### src/rtl/ata_tf_pkg.sv
package ata_tf_pkg;

    localparam int SLOTS = 2;

    typedef enum logic [1:0] {
        KIND_NONE   = 2'b00,
        KIND_DISK   = 2'b01,
        KIND_PACKET = 2'b10
    } slot_kind_e;

    // command-block offsets
    localparam logic [2:0] OFF_DATA  = 3'd0;
    localparam logic [2:0] OFF_FEAT  = 3'd1;
    localparam logic [2:0] OFF_COUNT = 3'd2;
    localparam logic [2:0] OFF_SNUM  = 3'd3;
    localparam logic [2:0] OFF_CYLLO = 3'd4;
    localparam logic [2:0] OFF_CYLHI = 3'd5;
    localparam logic [2:0] OFF_DH    = 3'd6;
    localparam logic [2:0] OFF_CMD   = 3'd7;

    // bit positions
    localparam int CTL_SRST = 2;
    localparam int CTL_NIEN = 1;
    localparam int ST_BSY   = 7;
    localparam int ST_DRDY  = 6;
    localparam int ST_ERR   = 0;
    localparam int ERR_ABRT = 2;
    localparam int DH_SLOT  = 4;

    // constant values
    localparam logic [7:0] DH_FIXED   = 8'hA0;
    localparam logic [7:0] ST_RESET   = 8'h90;
    localparam logic [7:0] ERR_INIT   = 8'h01;
    localparam logic [7:0] CTL_INIT   = 8'h08;
    localparam logic [7:0] ALT_FILL   = 8'hFF;

    typedef struct packed {
        logic       cmd_blk;
        logic       ctl;
        logic       alt;
        logic       dma;
        logic       miss;
        logic [2:0] off;
    } dec_t;

endpackage

### src/rtl/ata_tf_decode.sv
module ata_tf_decode
    import ata_tf_pkg::*;
#(
    parameter int              ADDR_W    = 16,
    parameter logic [ADDR_W-1:0] CMD_BASE  = 16'h01F0,
    parameter logic [ADDR_W-1:0] CTRL_BASE = 16'h03F6,
    parameter logic [ADDR_W-1:0] DMA_BASE  = 16'hC000,
    parameter int              CMD_SPAN  = 8,
    parameter int              CTRL_SPAN = 2,
    parameter int              DMA_SPAN  = 8
) (
    input  logic [ADDR_W-1:0] addr,
    output dec_t              dec
);
    localparam logic [ADDR_W-1:0] CMD_MASK  = ~(ADDR_W'(CMD_SPAN - 1));
    localparam logic [ADDR_W-1:0] CTRL_MASK = ~(ADDR_W'(CTRL_SPAN - 1));
    localparam logic [ADDR_W-1:0] DMA_MASK  = ~(ADDR_W'(DMA_SPAN - 1));

    logic hit_cmd, hit_ctl_grp, hit_dma;

    always_comb begin
        hit_cmd     = (addr & CMD_MASK) == CMD_BASE;
        hit_ctl_grp = (addr & CTRL_MASK) == CTRL_BASE;
        hit_dma     = (addr & DMA_MASK) == DMA_BASE;
        dec.cmd_blk = hit_cmd;
        dec.ctl     = hit_ctl_grp && !addr[0];
        dec.alt     = hit_ctl_grp && addr[0];
        dec.dma     = hit_dma;
        dec.miss    = !(hit_cmd || hit_ctl_grp || hit_dma);
        dec.off     = addr[2:0];
    end
endmodule

### src/rtl/ata_tf_slot.sv
module ata_tf_slot
    import ata_tf_pkg::*;
#(
    parameter int              DW      = 8,
    parameter logic [2*DW-1:0] PKT_CYL = 16'hEB14
) (
    input  logic          clk,
    input  logic          rst_n,
    input  logic [1:0]    kind,
    input  logic          wr_en,
    input  logic [2:0]    wr_off,
    input  logic [DW-1:0] wdata,
    input  logic          reload,
    output logic [DW-1:0] count,
    output logic [DW-1:0] secnum,
    output logic [2*DW-1:0] cyl
);
    typedef struct packed {
        logic [DW-1:0] count;
        logic [DW-1:0] secnum;
        logic [DW-1:0] cyl_lo;
        logic [DW-1:0] cyl_hi;
    } slot_t;

    slot_t s_d, s_q;

    always_comb begin
        s_d = s_q;
        if (reload) begin
            s_d.count  = DW'(1);
            s_d.secnum = DW'(1);
            if (kind == KIND_PACKET) begin
                {s_d.cyl_hi, s_d.cyl_lo} = PKT_CYL;
            end else begin
                {s_d.cyl_hi, s_d.cyl_lo} = '0;
            end
        end else if (wr_en) begin
            case (wr_off)
                OFF_COUNT: s_d.count  = wdata;
                OFF_SNUM:  s_d.secnum = wdata;
                OFF_CYLLO: s_d.cyl_lo = wdata;
                OFF_CYLHI: s_d.cyl_hi = wdata;
                default:   ;
            endcase
        end
    end

    always_ff @(posedge clk or negedge rst_n) begin
        if (!rst_n) begin
            s_q.count  <= DW'(1);
            s_q.secnum <= DW'(1);
            s_q.cyl_lo <= '0;
            s_q.cyl_hi <= '0;
        end else begin
            s_q <= s_d;
        end
    end

    assign count  = s_q.count;
    assign secnum = s_q.secnum;
    assign cyl    = {s_q.cyl_hi, s_q.cyl_lo};

    // reload restores the counters
    a_r5_reload_counts: assert property (@(posedge clk) disable iff (!rst_n)
        reload |=> (count == DW'(1)) && (secnum == DW'(1)));

    // packet slots take the signature cylinder
    a_r5_packet_cyl: assert property (@(posedge clk) disable iff (!rst_n)
        (reload && kind == KIND_PACKET) |=> (cyl == PKT_CYL));
endmodule

### src/rtl/ata_tf_irq.sv
module ata_tf_irq (
    input  logic clk,
    input  logic rst_n,
    input  logic req,
    input  logic nien,
    input  logic rst_clr,
    input  logic rd_clr,
    output logic irq
);
    logic pend_d, pend_q;

    always_comb begin
        pend_d = pend_q;
        if (rst_clr) begin
            pend_d = 1'b0;
        end else if (req && !nien) begin
            pend_d = 1'b1;
        end else if (rd_clr) begin
            pend_d = 1'b0;
        end
    end

    always_ff @(posedge clk or negedge rst_n) begin
        if (!rst_n) pend_q <= 1'b0;
        else        pend_q <= pend_d;
    end

    assign irq = pend_q;

    // a new interrupt needs an enabled request
    a_r12_gated_rise: assert property (@(posedge clk) disable iff (!rst_n)
        $rose(irq) |-> $past(req && !nien));

    // level holds until cleared
    a_r12_level_hold: assert property (@(posedge clk) disable iff (!rst_n)
        (irq && !rd_clr && !rst_clr) |=> irq);

    // soft reset drops the interrupt
    a_r3_irq_drop: assert property (@(posedge clk) disable iff (!rst_n)
        rst_clr |=> !irq);
endmodule

### src/rtl/ata_taskfile_regs.sv
module ata_taskfile_regs
    import ata_tf_pkg::*;
#(
    parameter int                ADDR_W    = 16,
    parameter int                DW        = 8,
    parameter logic [ADDR_W-1:0] CMD_BASE  = 16'h01F0,
    parameter logic [ADDR_W-1:0] CTRL_BASE = 16'h03F6,
    parameter logic [ADDR_W-1:0] DMA_BASE  = 16'hC000,
    parameter logic [2*DW-1:0]   PKT_CYL   = 16'hEB14
) (
    input  logic                       clk,
    input  logic                       rst_n,
    input  logic [ADDR_W-1:0]          addr,
    input  logic                       wr_en,
    input  logic                       rd_en,
    input  logic [DW-1:0]              wdata,
    output logic [DW-1:0]              rdata,
    output logic                       addr_err,
    output logic                       dma_hit,
    input  logic [SLOTS-1:0][1:0]      slot_kind,
    input  logic                       eng_status_we,
    input  logic [DW-1:0]              eng_status,
    input  logic                       eng_irq,
    output logic                       irq,
    output logic                       cmd_strobe,
    output logic [DW-1:0]              cmd_code,
    output logic [DW-1:0]              feature,
    output logic [DW-1:0]              dev_head,
    output logic [DW-1:0]              status,
    output logic [DW-1:0]              error,
    output logic [DW-1:0]              dev_ctrl,
    output logic [DW-1:0]              sel_count,
    output logic [DW-1:0]              sel_secnum,
    output logic [2*DW-1:0]            sel_cyl
);
    typedef struct packed {
        logic [DW-1:0] error;
        logic [DW-1:0] feat;
        logic [DW-1:0] dh;
        logic [DW-1:0] status;
        logic [DW-1:0] cmd;
        logic [DW-1:0] ctrl;
        logic [DW-1:0] rdata;
        logic          addr_err;
        logic          cmd_stb;
    } chan_t;

    chan_t n_d, c_q;
    dec_t  dec;

    logic [DW-1:0]   s_cnt [SLOTS];
    logic [DW-1:0]   s_sn  [SLOTS];
    logic [2*DW-1:0] s_cyl [SLOTS];

    logic          wr_blk, wr_ctl, rd_blk;
    logic          srst_rise, srst_fall, status_rd;
    logic          sel;
    logic          sel_present;
    logic [DW-1:0] rd_val;

    ata_tf_decode #(
        .ADDR_W   (ADDR_W),
        .CMD_BASE (CMD_BASE),
        .CTRL_BASE(CTRL_BASE),
        .DMA_BASE (DMA_BASE),
        .CMD_SPAN (8),
        .CTRL_SPAN(2),
        .DMA_SPAN (8)
    ) u_decode (
        .addr(addr),
        .dec (dec)
    );

    always_comb begin
        sel         = c_q.dh[DH_SLOT];
        sel_present = slot_kind[sel] != KIND_NONE;
        wr_blk      = wr_en && dec.cmd_blk;
        wr_ctl      = wr_en && dec.ctl;
        rd_blk      = rd_en && dec.cmd_blk;
        srst_rise   = wr_ctl && wdata[CTL_SRST] && !c_q.ctrl[CTL_SRST];
        srst_fall   = wr_ctl && !wdata[CTL_SRST] && c_q.ctrl[CTL_SRST];
        status_rd   = rd_blk && (dec.off == OFF_CMD);
    end

    genvar gi;
    generate
        for (gi = 0; gi < SLOTS; gi++) begin : g_slot
            logic slot_we;
            assign slot_we = wr_blk && (sel == gi[0]) &&
                             (dec.off >= OFF_COUNT) && (dec.off <= OFF_CYLHI);
            ata_tf_slot #(
                .DW     (DW),
                .PKT_CYL(PKT_CYL)
            ) u_slot (
                .clk   (clk),
                .rst_n (rst_n),
                .kind  (slot_kind[gi]),
                .wr_en (slot_we),
                .wr_off(dec.off),
                .wdata (wdata),
                .reload(srst_fall),
                .count (s_cnt[gi]),
                .secnum(s_sn[gi]),
                .cyl   (s_cyl[gi])
            );
        end
    endgenerate

    ata_tf_irq u_irq (
        .clk    (clk),
        .rst_n  (rst_n),
        .req    (eng_irq),
        .nien   (c_q.ctrl[CTL_NIEN]),
        .rst_clr(srst_rise),
        .rd_clr (status_rd),
        .irq    (irq)
    );

    // read multiplexer with empty-slot substitution
    always_comb begin
        rd_val = '0;
        if (dec.alt) begin
            rd_val = ALT_FILL;
        end else if ((dec.cmd_blk || dec.ctl) && !sel_present) begin
            rd_val = (dec.cmd_blk && dec.off == OFF_DH) ? DH_FIXED : '0;
        end else if (dec.ctl) begin
            rd_val = c_q.status;
        end else if (dec.cmd_blk) begin
            case (dec.off)
                OFF_FEAT:  rd_val = c_q.error;
                OFF_COUNT: rd_val = s_cnt[sel];
                OFF_SNUM:  rd_val = s_sn[sel];
                OFF_CYLLO: rd_val = s_cyl[sel][DW-1:0];
                OFF_CYLHI: rd_val = s_cyl[sel][2*DW-1:DW];
                OFF_DH:    rd_val = c_q.dh;
                OFF_CMD:   rd_val = c_q.status;
                default:   rd_val = '0;
            endcase
        end
    end

    // next-state of the channel registers
    always_comb begin
        n_d          = c_q;
        n_d.cmd_stb  = 1'b0;
        n_d.addr_err = (wr_en || rd_en) && dec.miss;
        n_d.rdata    = rd_en ? rd_val : '0;

        if (eng_status_we) begin
            n_d.status = eng_status;
        end

        if (wr_ctl) begin
            n_d.ctrl = wdata;
            if (srst_rise) begin
                n_d.status         = ST_RESET;
                n_d.error          = ERR_INIT;
                n_d.cmd            = '0;
                n_d.ctrl[CTL_NIEN] = 1'b0;
            end
            if (srst_fall) begin
                n_d.status[ST_BSY]  = 1'b0;
                n_d.status[ST_DRDY] = 1'b1;
                n_d.dh[3:0]         = 4'h0;
            end
        end

        if (wr_blk) begin
            case (dec.off)
                OFF_FEAT: n_d.feat = wdata;
                OFF_DH: begin
                    n_d.dh = wdata | DH_FIXED;
                    if (slot_kind[wdata[DH_SLOT]] == KIND_NONE) begin
                        n_d.error[ERR_ABRT] = 1'b1;
                        n_d.status[ST_ERR]  = 1'b1;
                    end
                end
                OFF_CMD: begin
                    n_d.cmd     = wdata;
                    n_d.cmd_stb = 1'b1;
                end
                default: ;
            endcase
        end
    end

    always_ff @(posedge clk or negedge rst_n) begin
        if (!rst_n) begin
            c_q.error    <= ERR_INIT;
            c_q.feat     <= '0;
            c_q.dh       <= '0;
            c_q.status   <= '0;
            c_q.cmd      <= '0;
            c_q.ctrl     <= CTL_INIT;
            c_q.rdata    <= '0;
            c_q.addr_err <= 1'b0;
            c_q.cmd_stb  <= 1'b0;
        end else begin
            c_q <= n_d;
        end
    end

    assign rdata      = c_q.rdata;
    assign addr_err   = c_q.addr_err;
    assign dma_hit    = (wr_en || rd_en) && dec.dma;
    assign cmd_strobe = c_q.cmd_stb;
    assign cmd_code   = c_q.cmd;
    assign feature    = c_q.feat;
    assign dev_head   = c_q.dh;
    assign status     = c_q.status;
    assign error      = c_q.error;
    assign dev_ctrl   = c_q.ctrl;
    assign sel_count  = s_cnt[sel];
    assign sel_secnum = s_sn[sel];
    assign sel_cyl    = s_cyl[sel];

    // reset rise loads the fixed reset values
    a_r3_reset_values: assert property (@(posedge clk) disable iff (!rst_n)
        srst_rise |=> (status == ST_RESET) && (error == ERR_INIT) &&
                      (cmd_code == '0) && !dev_ctrl[CTL_NIEN]);

    // drive/head always carries the fixed bits after a write
    a_r6_dh_fixed: assert property (@(posedge clk) disable iff (!rst_n)
        (wr_en && dec.cmd_blk && dec.off == OFF_DH) |=> (dev_head[7] && dev_head[5]));

    // the strobe follows a command write only
    a_r11_strobe_src: assert property (@(posedge clk) disable iff (!rst_n)
        cmd_strobe |-> $past(wr_en && addr == CMD_BASE + ADDR_W'(7)));

    // a miss flag follows an access
    a_r2_miss_src: assert property (@(posedge clk) disable iff (!rst_n)
        addr_err |-> $past(wr_en || rd_en));

    // the alternate address always reads all ones
    a_r8_alt_fill: assert property (@(posedge clk) disable iff (!rst_n)
        (rd_en && dec.alt) |=> (rdata == ALT_FILL));
endmodule

### config.mk
export PLATFORM = sky130hd
export DESIGN_NAME = ata_taskfile_regs
export DESIGN_NICKNAME = d
export VERILOG_FILES = /design/src/rtl/ata_tf_pkg.sv /design/src/rtl/ata_tf_decode.sv /design/src/rtl/ata_tf_slot.sv /design/src/rtl/ata_tf_irq.sv /design/src/rtl/ata_taskfile_regs.sv
export SDC_FILE = /design/constraint.sdc
export NUM_CORES = 1
export LEC_CHECK = 0
export BUFFER_PORTS_ARGS = -buffer_cell sky130_fd_sc_hd__buf_2
export CORE_MARGIN = 4
export CORE_UTILIZATION = 59
export DETAILED_ROUTE_END_ITERATION = 12
export GPL_ROUTABILITY_DRIVEN = 0
export GPL_TIMING_DRIVEN = 1
export PLACE_DENSITY = 0.93
export REMOVE_ABC_BUFFERS = 1
export SKIP_CTS_REPAIR_TIMING = 1
export SLEW_MARGIN = 20
export SYNTH_ARGS = -nofsm -noshare
export SYNTH_HDL_FRONTEND = slang
export SYNTH_SLANG_ARGS = --single-unit
### constraint.sdc
create_clock -name clk -period 6.05 [get_ports clk]
set_input_delay 0.605 -clock clk [delete_from_list [all_inputs] [get_ports clk]]
set_output_delay 0.605 -clock clk [all_outputs]
set_load 0.01 [all_outputs]
Word level (Yosys, flattened, before mapping):

Cells that the tools add are included.
Widths: inputs -> output; s select.

* register bits after elaboration: 116
* input port bits: 42
* output and inout bits: 92
* word-level logic and storage cells: 139

* $lt $le $gt $ge: 5
* equal/unequal tests: 12
* multiplexer cells: 51
* bitwise logic cells: 2
* reductions and logical operators: 50

Operator list (count)
* $mux 8: 18
* $mux 32: 4
* $mux 16: 4
* $pmux 8 s7: 1
* $mux 28: 1
* $mux 13: 2
* $logic_and 1x1->1: 21
* $reduce_and 2->1: 10
* $eq 15x9->1 const B: 1
* $reduce_bool 2->1: 7
* $eq 13x13->1 const B: 1
* $eq 13x6->1 const B: 1
* $eq 3x3->1 const B: 4
* $mux 1: 11
* $mux 9: 1
* $mux 2: 4
* $mux 4: 2
* $eq 3x2->1 const B: 2
* $logic_not 1->1: 6
* $mux 3: 2
* $mux 6: 1
* $eq 2x2->1 const B: 2
* $logic_or 1x1->1: 4
* $lt 1x2->1 const B: 2
* 8 further kinds: 8

Depth between registers and ports, before layout:

Gate-level depths: netlist of run 1.

* depth after elaboration: 11
* depth in mapped cells: 8
* mapped depth without buffers: 5

By module:

From an unflattened synthesis of run 1, not the netlist that was laid out.

* cell total of the unflattened synthesis: 589
* area, all modules: 6338.6 um2

Modules (own cells, without submodules)
* ata_taskfile_regs: times used 1, cells an instance 294, area each 3215.6 um2, seq. area each 1252.5 um2
* ata_tf_slot: times used 2, cells an instance 134, area each 1462.7 um2, seq. area each 803.3 um2
* ata_tf_decode: times used 1, cells an instance 23, area each 151.4 um2, seq. area each 0.0 um2
* ata_tf_irq: times used 1, cells an instance 4, area each 46.3 um2, seq. area each 25.0 um2

Worst setup path after synthesis of run 1:

OpenSTA, ideal clock, no wires.

* kind: input port to output port
* start point: input port addr[3]
* end point: output port dma_hit
* data arrival time: 1765 ps
* required time: 5445 ps
* path slack: 3680 ps
* stages: 4
* path buffers: 0
* cell sequence: or4_2 -> nor4_1 -> nand4_1 -> nor2_1

* word-level cells in the longest chain between the ends: 2

RTL lines
* from (decl): RTL line ata_taskfile_regs.sv:13 `input logic [ADDR_W-1:0] addr,`
* $eq 13x13->1: RTL line ata_tf_decode.sv:24 `hit_dma = (addr & DMA_MASK) == DMA_BASE;`
* $logic_and 1x1->1: RTL line ata_taskfile_regs.sv:205 `assign dma_hit = (wr_en || rd_en) && dec.dma;`
* to (decl): RTL line ata_taskfile_regs.sv:19 `output logic dma_hit,`

No other way between the ends.

Worst setup path in the final report of run 1:

* start point: register c_q, in the netlist dev_head[4]
* end point: output port sel_cyl[1]

* word-level cells in the longest chain between the ends: 4

RTL lines
* from (decl): RTL line ata_taskfile_regs.sv:48 `chan_t n_d, c_q;`
* from (signal assigned): RTL line ata_taskfile_regs.sv:199 `c_q <= n_d;`
* $not 1->2 (not written as such): RTL line ata_taskfile_regs.sv:215 `assign sel_cyl = s_cyl[sel];`
* $mux 16 (not written as such) (3 in series): RTL line ata_taskfile_regs.sv:215
* to (decl): RTL line ata_taskfile_regs.sv:34 `output logic [2*DW-1:0] sel_cyl`

No other way between the ends. The select of a mux whose other input is x is not followed.

==> out/qor.yml, run 1 <==
cells_and_area:
  antennaDiodeCount: 0
  fillers: 673
  finalNetCount: 712
  final_cell_mix: "buf_2 (125), dfrtp_1 (109), nor2_1 (57), mux2i_1 (50), mux2_2 (48)"
  area_delta_synth_final_pct: 20.0
  drive_gt1_share_pct: 37.0
  regArea_sq_um: 2890
  final_area_sq_um: 7190
  final_common_cell: "buf_2"
  multi_input_comb_area_sq_um: 2900
  instances_no_fill: 816
sta:
  rsz0062_at_grt: "false"
  setup_viol: 0
  fin_crit_sh_pct: 46.9
  finalMaxSlewViolations: 0
  min_period_ns: 2.84
  tightest_slew_ns: 0.983
  hold_ws_ns: 0.0659
  relSlewSlack_pct: 34.1
  fin_skew_ns: 0.00750
  fmax_mhz: 352
  final.setup.tns_ns: 0
  hold_violations: 0
critical_path:
  reg2reg_depth: 5
  crit_path_max_fanout: 29
  r2r-start: "dev_head[4]"
  worstSetupPathType: "register to primary output"
  cp_data_arrival_time_ns: 2.23
  cp-start-kind: "register"
  r2r_slack_ns: 3.29
  cp-startpoint: "dev_head[4]"
  cp-endpoint: "sel_cyl[1]"
  r2r-end: "rdata[0]"
  worstPathRequired_ns: 5.44
  cp-end-kind: "primary output"
drt:
  vias: 5349
  drt-pass1-iter-count: 6
  m1WireLength_mm: 6.60
  top_layer: "met4"
  final_antenna_net_count: 0
  totalWireLength_mm: 18.2
  viasPerCell: 6.56
  wl_met3_mm: 2.06
  wl_met2_mm: 8.64
  first_iter_violations: 607
  wl_per_cell_microns: 22.3
  drc: 0
yosys:
  synth_edf_count: 0
  postSynthCellCount: 563
  avgSynthCellArea_sq_um: 10.6
  async_flop_share_pct: 100
  synthFlopType: "dfrtp_1"
  yosysSeqAreaShare_pct: 48.2
  synth-seq-cells: 115
  syn_area_sq_um: 5990
  yosys.cell_types.count: 61
  yosysWarnings: 0
clock_network:
  insertion_delay_ns: 0.53
  clock-sinks: 115
  cts_max_path_buffers: 2
  clk_pin_slew_ns: 0.06
  cts_tree: "done"
  cts_made_buffers: 17
  cts_root_buffer: "clkbuf_8"
  htreeDepth: 4
job:
  maxCapViolCount: 0
place:
  placed_cell_area_sq_um: 6610
  portBuffers: 126
  hpwl_mm: 11.9
  dp.cells: 784
global_route:
  grt_remaining_overflow: 0
  grt_antenna_before_repair: 0
  grt_start_max_net_pins: 73
  grt_pass1_vias: 5299
  grt_usage_pct: 31.6
  grt_pass1_wl_mm: 28.4
floorplanning:
  io-pin-count: 134
  fp.dieH_microns: 109
  std_cell_rows: 36
  coreArea_sq_um: 9820
  dieArea_sq_um: 11800
  start_util_pct: 61.0
  die_w_microns: 109
outcome:
  outcome: "completed"
hold_path:
  hp-class: "input pin to async pin"
power:
  powerDensity_nw_per_um2: 255
  p_total_uw: 1830
  leakage_uw: 0.00353
  vdd_ir_drop_max_mv: 0.285
[cell families (layout without fill, tap and decap cells)]
group / after synthesis / after routing / synth area share, %
other: 2 / 7 / 0.125
muxes: 99 / 99 / 17.8
DFF: 115 / 115 / 48.2
AOI/OAI and AO/OA: 68 / 68 / 8.09
and+or+nand+nor: 227 / 227 / 21.8
buffers and inverters: 52 / 167 / 4.08
[how the worst min path moves through the flow]
stage                                 end  depth (start not counted)
2_1_floorplan                    addr_err                          0
3_3_place_gp                  cmd_code[7]                          1
3_5_place_dp                  cmd_code[1]                          1
4_1_cts           g_slot[1].u_slot.cyl[4]                          1
5_1_grt         g_slot[1].u_slot.count[4]                          1
6_report       g_slot[1].u_slot.secnum[2]                          1
[Yosys cell counts, types with 7 or more instances]
master    count  area [sq um]
a22oi_1       7          52.6
nor4_4        8           170
a21oi_1      12          60.1
o21ai_0      13          65.1
dfrtp_1     110          2750
mux2i_1      50           500
nor3_1       38           190
nor2_1       57           214
nand3_1      15          75.1
buf_4         9          67.6
nor2_2       12          75.1
clkbuf_1     27           101
mux2_2       48           541
nor2b_1      12          75.1
a22o_1        9          78.8
nand2_1      44           165
[metal layers]
metal  track usage, %  up-vias
met1             41.3     2585
met2             49.6      423
li1                 -     2228
met4             15.7        0
met5                0        -
met3             7.58      113
[final cells by class]
class	count	area share, %
clock inverters	14	1.83
repair buffers	129	9.12
inverters	6	0.313
clock buffers	18	5.95
multi-input cells	401	40.3
well taps	133	2.32
flip-flops and latches	115	40.1
[worst max-delay path: stages, from the launching register on]
cell and delay (ns):
dfrtp_2 0.62, buf_4 0.49, mux2_2 0.43, buf_2 0.16
[through the flow]
stage | util [%] | worst slack (ns)
after CTS | 73.1 | 3.24
final | 73.2 | 3.21
after floorplan | - | 2.65
after global routing | 73.2 | 3.17
after global placement | 67.4 | 3.18
after detailed placement | 67.4 | 3.02
[state kept, by name, indices dropped and copies added, names as in the netlist, 7 cells and up]
register              flops
cmd_code                  8
dev_ctrl                  8
dev_head                  7
feature                   8
g_slot.u_slot.count      16
g_slot.u_slot.cyl        32
g_slot.u_slot.secnum     16
rdata                     8
status                    8
[report_power, final]
part / switching, uW / internal [uW] / leakage (uW)
Clock: 387 / 558 / 0.000264
Combinational: 73.2 / 31.0 / 0.00172
Sequential: 7.49 / 776 / 0.00155
Power figures use the tool's default switching activity.
==> run 2, diff against run 1 <==
- CORE_UTILIZATION: 59 -> 49
- PLACE_DENSITY: 0.93 -> 0.83
- clock period: 6.05 -> 2.4 ns (I/O delays scaled with it)
==> out/qor.yml, run 2 (synthesis results as in run 1) <==
clock_network:
  htreeDepth: 4
  cts_made_buffers: 17
  clk_pin_slew_ns: 0.06
  insertion_delay_ns: 0.42
  cts_tree: "done"
  cts_max_path_buffers: 2
  cts_root_buffer: "clkbuf_16"
  clock-sinks: 115
cells_and_area:
  finalNetCount: 744
  antennaDiodeCount: 0
  fillers: 926
  final_cell_mix: "buf_2 (125), dfrtp_1 (109), nor2_1 (57), mux2i_1 (50), mux2_2 (48)"
  drive_gt1_share_pct: 39.6
  final_common_cell: "buf_2"
  largest_reg_flops: 32
  instances_no_fill: 862
  regArea_sq_um: 2890
  multi_input_comb_area_sq_um: 2880
  area_delta_synth_final_pct: 25.1
  final_area_sq_um: 7490
drt:
  viasPerCell: 6.05
  totalWireLength_mm: 18.7
  first_iter_violations: 518
  final_antenna_net_count: 0
  drt-pass1-iter-count: 8
  vias: 5212
  drc: 0
  wl_per_cell_microns: 21.7
place:
  place_ws_ns: 0.239
  hpwl_mm: 13.2
  portBuffers: 126
  dp.cells: 829
  placed_cell_area_sq_um: 6900
outcome:
  outcome: "completed"
global_route:
  grt_antenna_before_repair: 0
  grt_pass1_wl_mm: 29.5
  grt_start_max_net_pins: 55
  grt_usage_pct: 27.0
  grt_pass1_vias: 5298
  grt_remaining_overflow: 0
sta:
  min_period_ns: 2.24
  final.setup.tns_ns: 0
  hold_violations: 0
  finalMaxSlewViolations: 0
  setup_viol: 0
  rsz0062_at_grt: "false"
  fin_crit_sh_pct: 93.5
  fin_ws_ns: 0.155
  fmax_mhz: 446
  relSlewSlack_pct: 55.8
  tightest_slew_ns: 0.663
  fin_skew_ns: 0.00588
critical_path:
  cp-start-kind: "register"
  cp-end-kind: "primary output"
  worstSetupPathType: "register to primary output"
  cp_data_arrival_time_ns: 2.00
  worstPathRequired_ns: 2.16
  crit_path_max_fanout: 24
floorplanning:
  dieArea_sq_um: 14100
  std_cell_rows: 40
  die_w_microns: 119
  fp.dieH_microns: 119
  io-pin-count: 134
  coreArea_sq_um: 12000
  start_util_pct: 50.1
power:
  p_total_uw: 4710
  leakage_uw: 0.00369
  p_switching_uw: 1180
  pwr-share-comb_pct: 6.0
  p_seq_share_pct: 41.9
  cell_internal_pwr_uw: 3540
  vdd_ir_drop_max_mv: 0.646
  powerDensity_nw_per_um2: 630
  pwr-share-clk_pct: 52.1
  switching_share_pct: 25.0
job:
  maxCapViolCount: 0
hold_path:
  hp-class: "input pin to register"
[run 2: cell types whose count changed in the layout (fill, tap and decap cells not counted), sizes merged]
cell	change
buf	+31
clkbuf	+1
clkinv	-4
dlygate4sd3	+1
clkinvlp	+1
inv	+2
[run 2: through the flow]
step	hold slack (ns)	util, %
3_3_place_gp	0.185	57.7
2_1_floorplan	-0.0556	-
5_1_grt	0.0790	62.6
6_report	0.0705	62.6
3_5_place_dp	0.187	57.7
4_1_cts	-0.252	62.5
[run 2: area by class of cell]
class                           count  area share, %
Clock inverter                     13           1.67
Inverter                            6          0.301
Tap cell                          147           2.46
Clock buffer                       19           6.05
Timing Repair Buffer              161           12.5
Sequential cell                   115           38.5
Multi-Input combinational cell    401           38.5
[run 2: final timing paths]
check | from | end | slack (ns) | cells after the start
max in group asynchronous | rst_n | g_slot[0].u_slot.count[0] | 1.38 | 3
min in group asynchronous | rst_n | g_slot[1].u_slot.secnum[2] | 0.29 | 2
worst min-delay path | eng_status[4] | status[4] | 0.07 | 3
worst min register to register | cmd_code[3] | cmd_code[3] | 0.50 | 1
worst max-delay path | dev_head[4] | sel_count[4] | 0.16 | 3
worst max register to register | dev_head[4] | rdata[0] | 0.19 | 4
[run 2: power by group through the flow]
stage | clock network (uW) | logic [uW] | registers, uW
global route | 2560 | 306 | 1980
CTS | 2470 | 279 | 1980
detailed placement | 0 | 278 | 2010
floorplan | 0 | 83.3 | 2010
finish | 2450 | 283 | 1980
global placement | 0 | 270 | 2010
[run 2: layer usage]
| layer | GRT usage, % | vias to the layer above | wire, microns |
|---|---|---|---|
| li1 | - | 2284 | - |
| met1 | 35.4 | 2542 | 7390 |
| met2 | 41.5 | 337 | 8500 |
| met3 | 9.19 | 49 | 2210 |
| met4 | 10.4 | 0 | 616 |
| met5 | 0 | - | 0 |
[run 2: critical path, stage by stage, from the launching register on]
cell and delay, ns:
dfrtp_2 0.73, buf_4 0.30, mux2_2 0.40, buf_2 0.16
==> run 3, diff against run 2 <==
- CORE_UTILIZATION: 49 -> 51
- CTS_BUF_LIST: default -> sky130_fd_sc_hd__clkbuf_8
- PLACE_DENSITY: 0.83 -> 0.86
- REMOVE_ABC_BUFFERS: 1 -> default
==> out/qor.yml, run 3 (synthesis results as in run 1) <==
floorplanning:
  die_w_microns: 116
  dieArea_sq_um: 13500
  std_cell_rows: 39
  io-pin-count: 134
  start_util_pct: 52.2
  coreArea_sq_um: 11500
  fp.dieH_microns: 116
global_route:
  grt_antenna_before_repair: 0
  grt_pass1_wl_mm: 27.3
  grt_start_max_net_pins: 54
  grt_pass1_vias: 5156
  grt_remaining_overflow: 0
  grt_usage_pct: 26.8
critical_path:
  r2r_slack_ns: 0.21
  r2r-end: "rdata[7]"
  cp-end-kind: "primary output"
  crit_path_max_fanout: 26
  reg2reg_depth: 5
  r2r-start: "dev_head[4]"
  worstSetupPathType: "register to primary output"
  worstPathRequired_ns: 2.16
  cp-start-kind: "register"
  cp_data_arrival_time_ns: 2.06
clock_network:
  cts_root_buffer: "clkbuf_8"
  clk_pin_slew_ns: 0.07
  cts_made_buffers: 17
  cts_tree: "done"
  clock-sinks: 115
  insertion_delay_ns: 0.45
  cts_max_path_buffers: 2
  htreeDepth: 4
sta:
  finalMaxSlewViolations: 0
  min_period_ns: 2.30
  hold_violations: 0
  fin_skew_ns: 0.0113
  setup_viol: 0
  tightest_slew_ns: 0.596
  hold_ws_ns: 0.0237
  fin_crit_sh_pct: 95.9
  fmax_mhz: 434
  relSlewSlack_pct: 60.3
  final.setup.tns_ns: 0
  rsz0062_at_grt: "false"
job:
  maxCapViolCount: 0
power:
  leakage_uw: 0.00362
  powerDensity_nw_per_um2: 585
  vdd_ir_drop_max_mv: 0.517
cells_and_area:
  drive_gt1_share_pct: 39.0
  instances_no_fill: 855
  multi_input_comb_area_sq_um: 2880
  regArea_sq_um: 2890
  area_delta_synth_final_pct: 21.9
  fillers: 880
  finalNetCount: 741
  final_common_cell: "buf_2"
  final_core_util_pct: 63.7
  final_cell_mix: "buf_2 (125), dfrtp_1 (109), nor2_1 (57), mux2i_1 (50), mux2_2 (48)"
  largest_reg_flops: 32
  antennaDiodeCount: 0
hold_path:
  hold_start: "eng_status[4]"
  hold_depth: 3
  hp-class: "input pin to register"
  whs_endpoint: "status[4]"
drt:
  first_iter_violations: 436
  drc: 0
  final_antenna_net_count: 0
  viasPerCell: 5.99
  drt-pass1-iter-count: 7
  totalWireLength_mm: 17.7
  vias: 5123
  wl_per_cell_microns: 20.7
place:
  dp.cells: 822
  hpwl_mm: 12.8
  portBuffers: 126
outcome:
  outcome: "completed"
==> run 3: worst max path at each step <==
stage / startpoint / end
5_1_grt: dev_head[4] / sel_count[3]
6_report: dev_head[4] / sel_count[0]
3_3_place_gp: addr[3] / g_slot[0].u_slot.cyl[15]
2_1_floorplan: dev_head[4] / g_slot[1].u_slot.cyl[1]
4_1_cts: dev_head[4] / sel_count[3]
3_5_place_dp: addr[3] / g_slot[0].u_slot.cyl[14]
==> run 3: worst max-delay path: stages, from the launching register on <==
cell and delay [ns]:
dfrtp_2 0.75, buf_4 0.31, mux2_2 0.39, buf_2 0.15
==> run 3: final cells by class <==
type / instances / area share, %
clock buffer: 17 / 3.20
tap: 143 / 2.45
clock inverter: 15 / 2.76
inverter: 6 / 0.308
timing repair buffer: 158 / 12.3
sequential: 115 / 39.5
multi-input combinational: 401 / 39.4
==> run 3: metal layers <==
| metal | track usage (%) | wire length (microns) | vias to the layer above |
|---|---|---|---|
| met4 | 10.6 | 479 | 0 |
| met3 | 7.20 | 1910 | 47 |
| met1 | 37.0 | 7410 | 2479 |
| met5 | 0 | 0 | - |
| met2 | 40.3 | 7880 | 320 |
| li1 | - | - | 2277 |
==> run 3: report_power, final <==
| group | internal (uW) | leakage, uW | switching [uW] |
|---|---|---|---|
| Combinational | 90.3 | 0.00185 | 185 |
| Sequential | 1950 | 0.00155 | 20.5 |
| Clock | 1140 | 0.000219 | 881 |
==> run 3: per-stage QoR <==
step           setup slack (ns)  area [sq um]  power [uW]
6_report                 0.0979          7300        4270
5_1_grt                  0.0774          7300        4390
4_1_cts                   0.116          7290        4270
3_5_place_dp              0.140          6860        2280
3_3_place_gp              0.237          6860        2270
2_1_floorplan             0.306          6010        2140
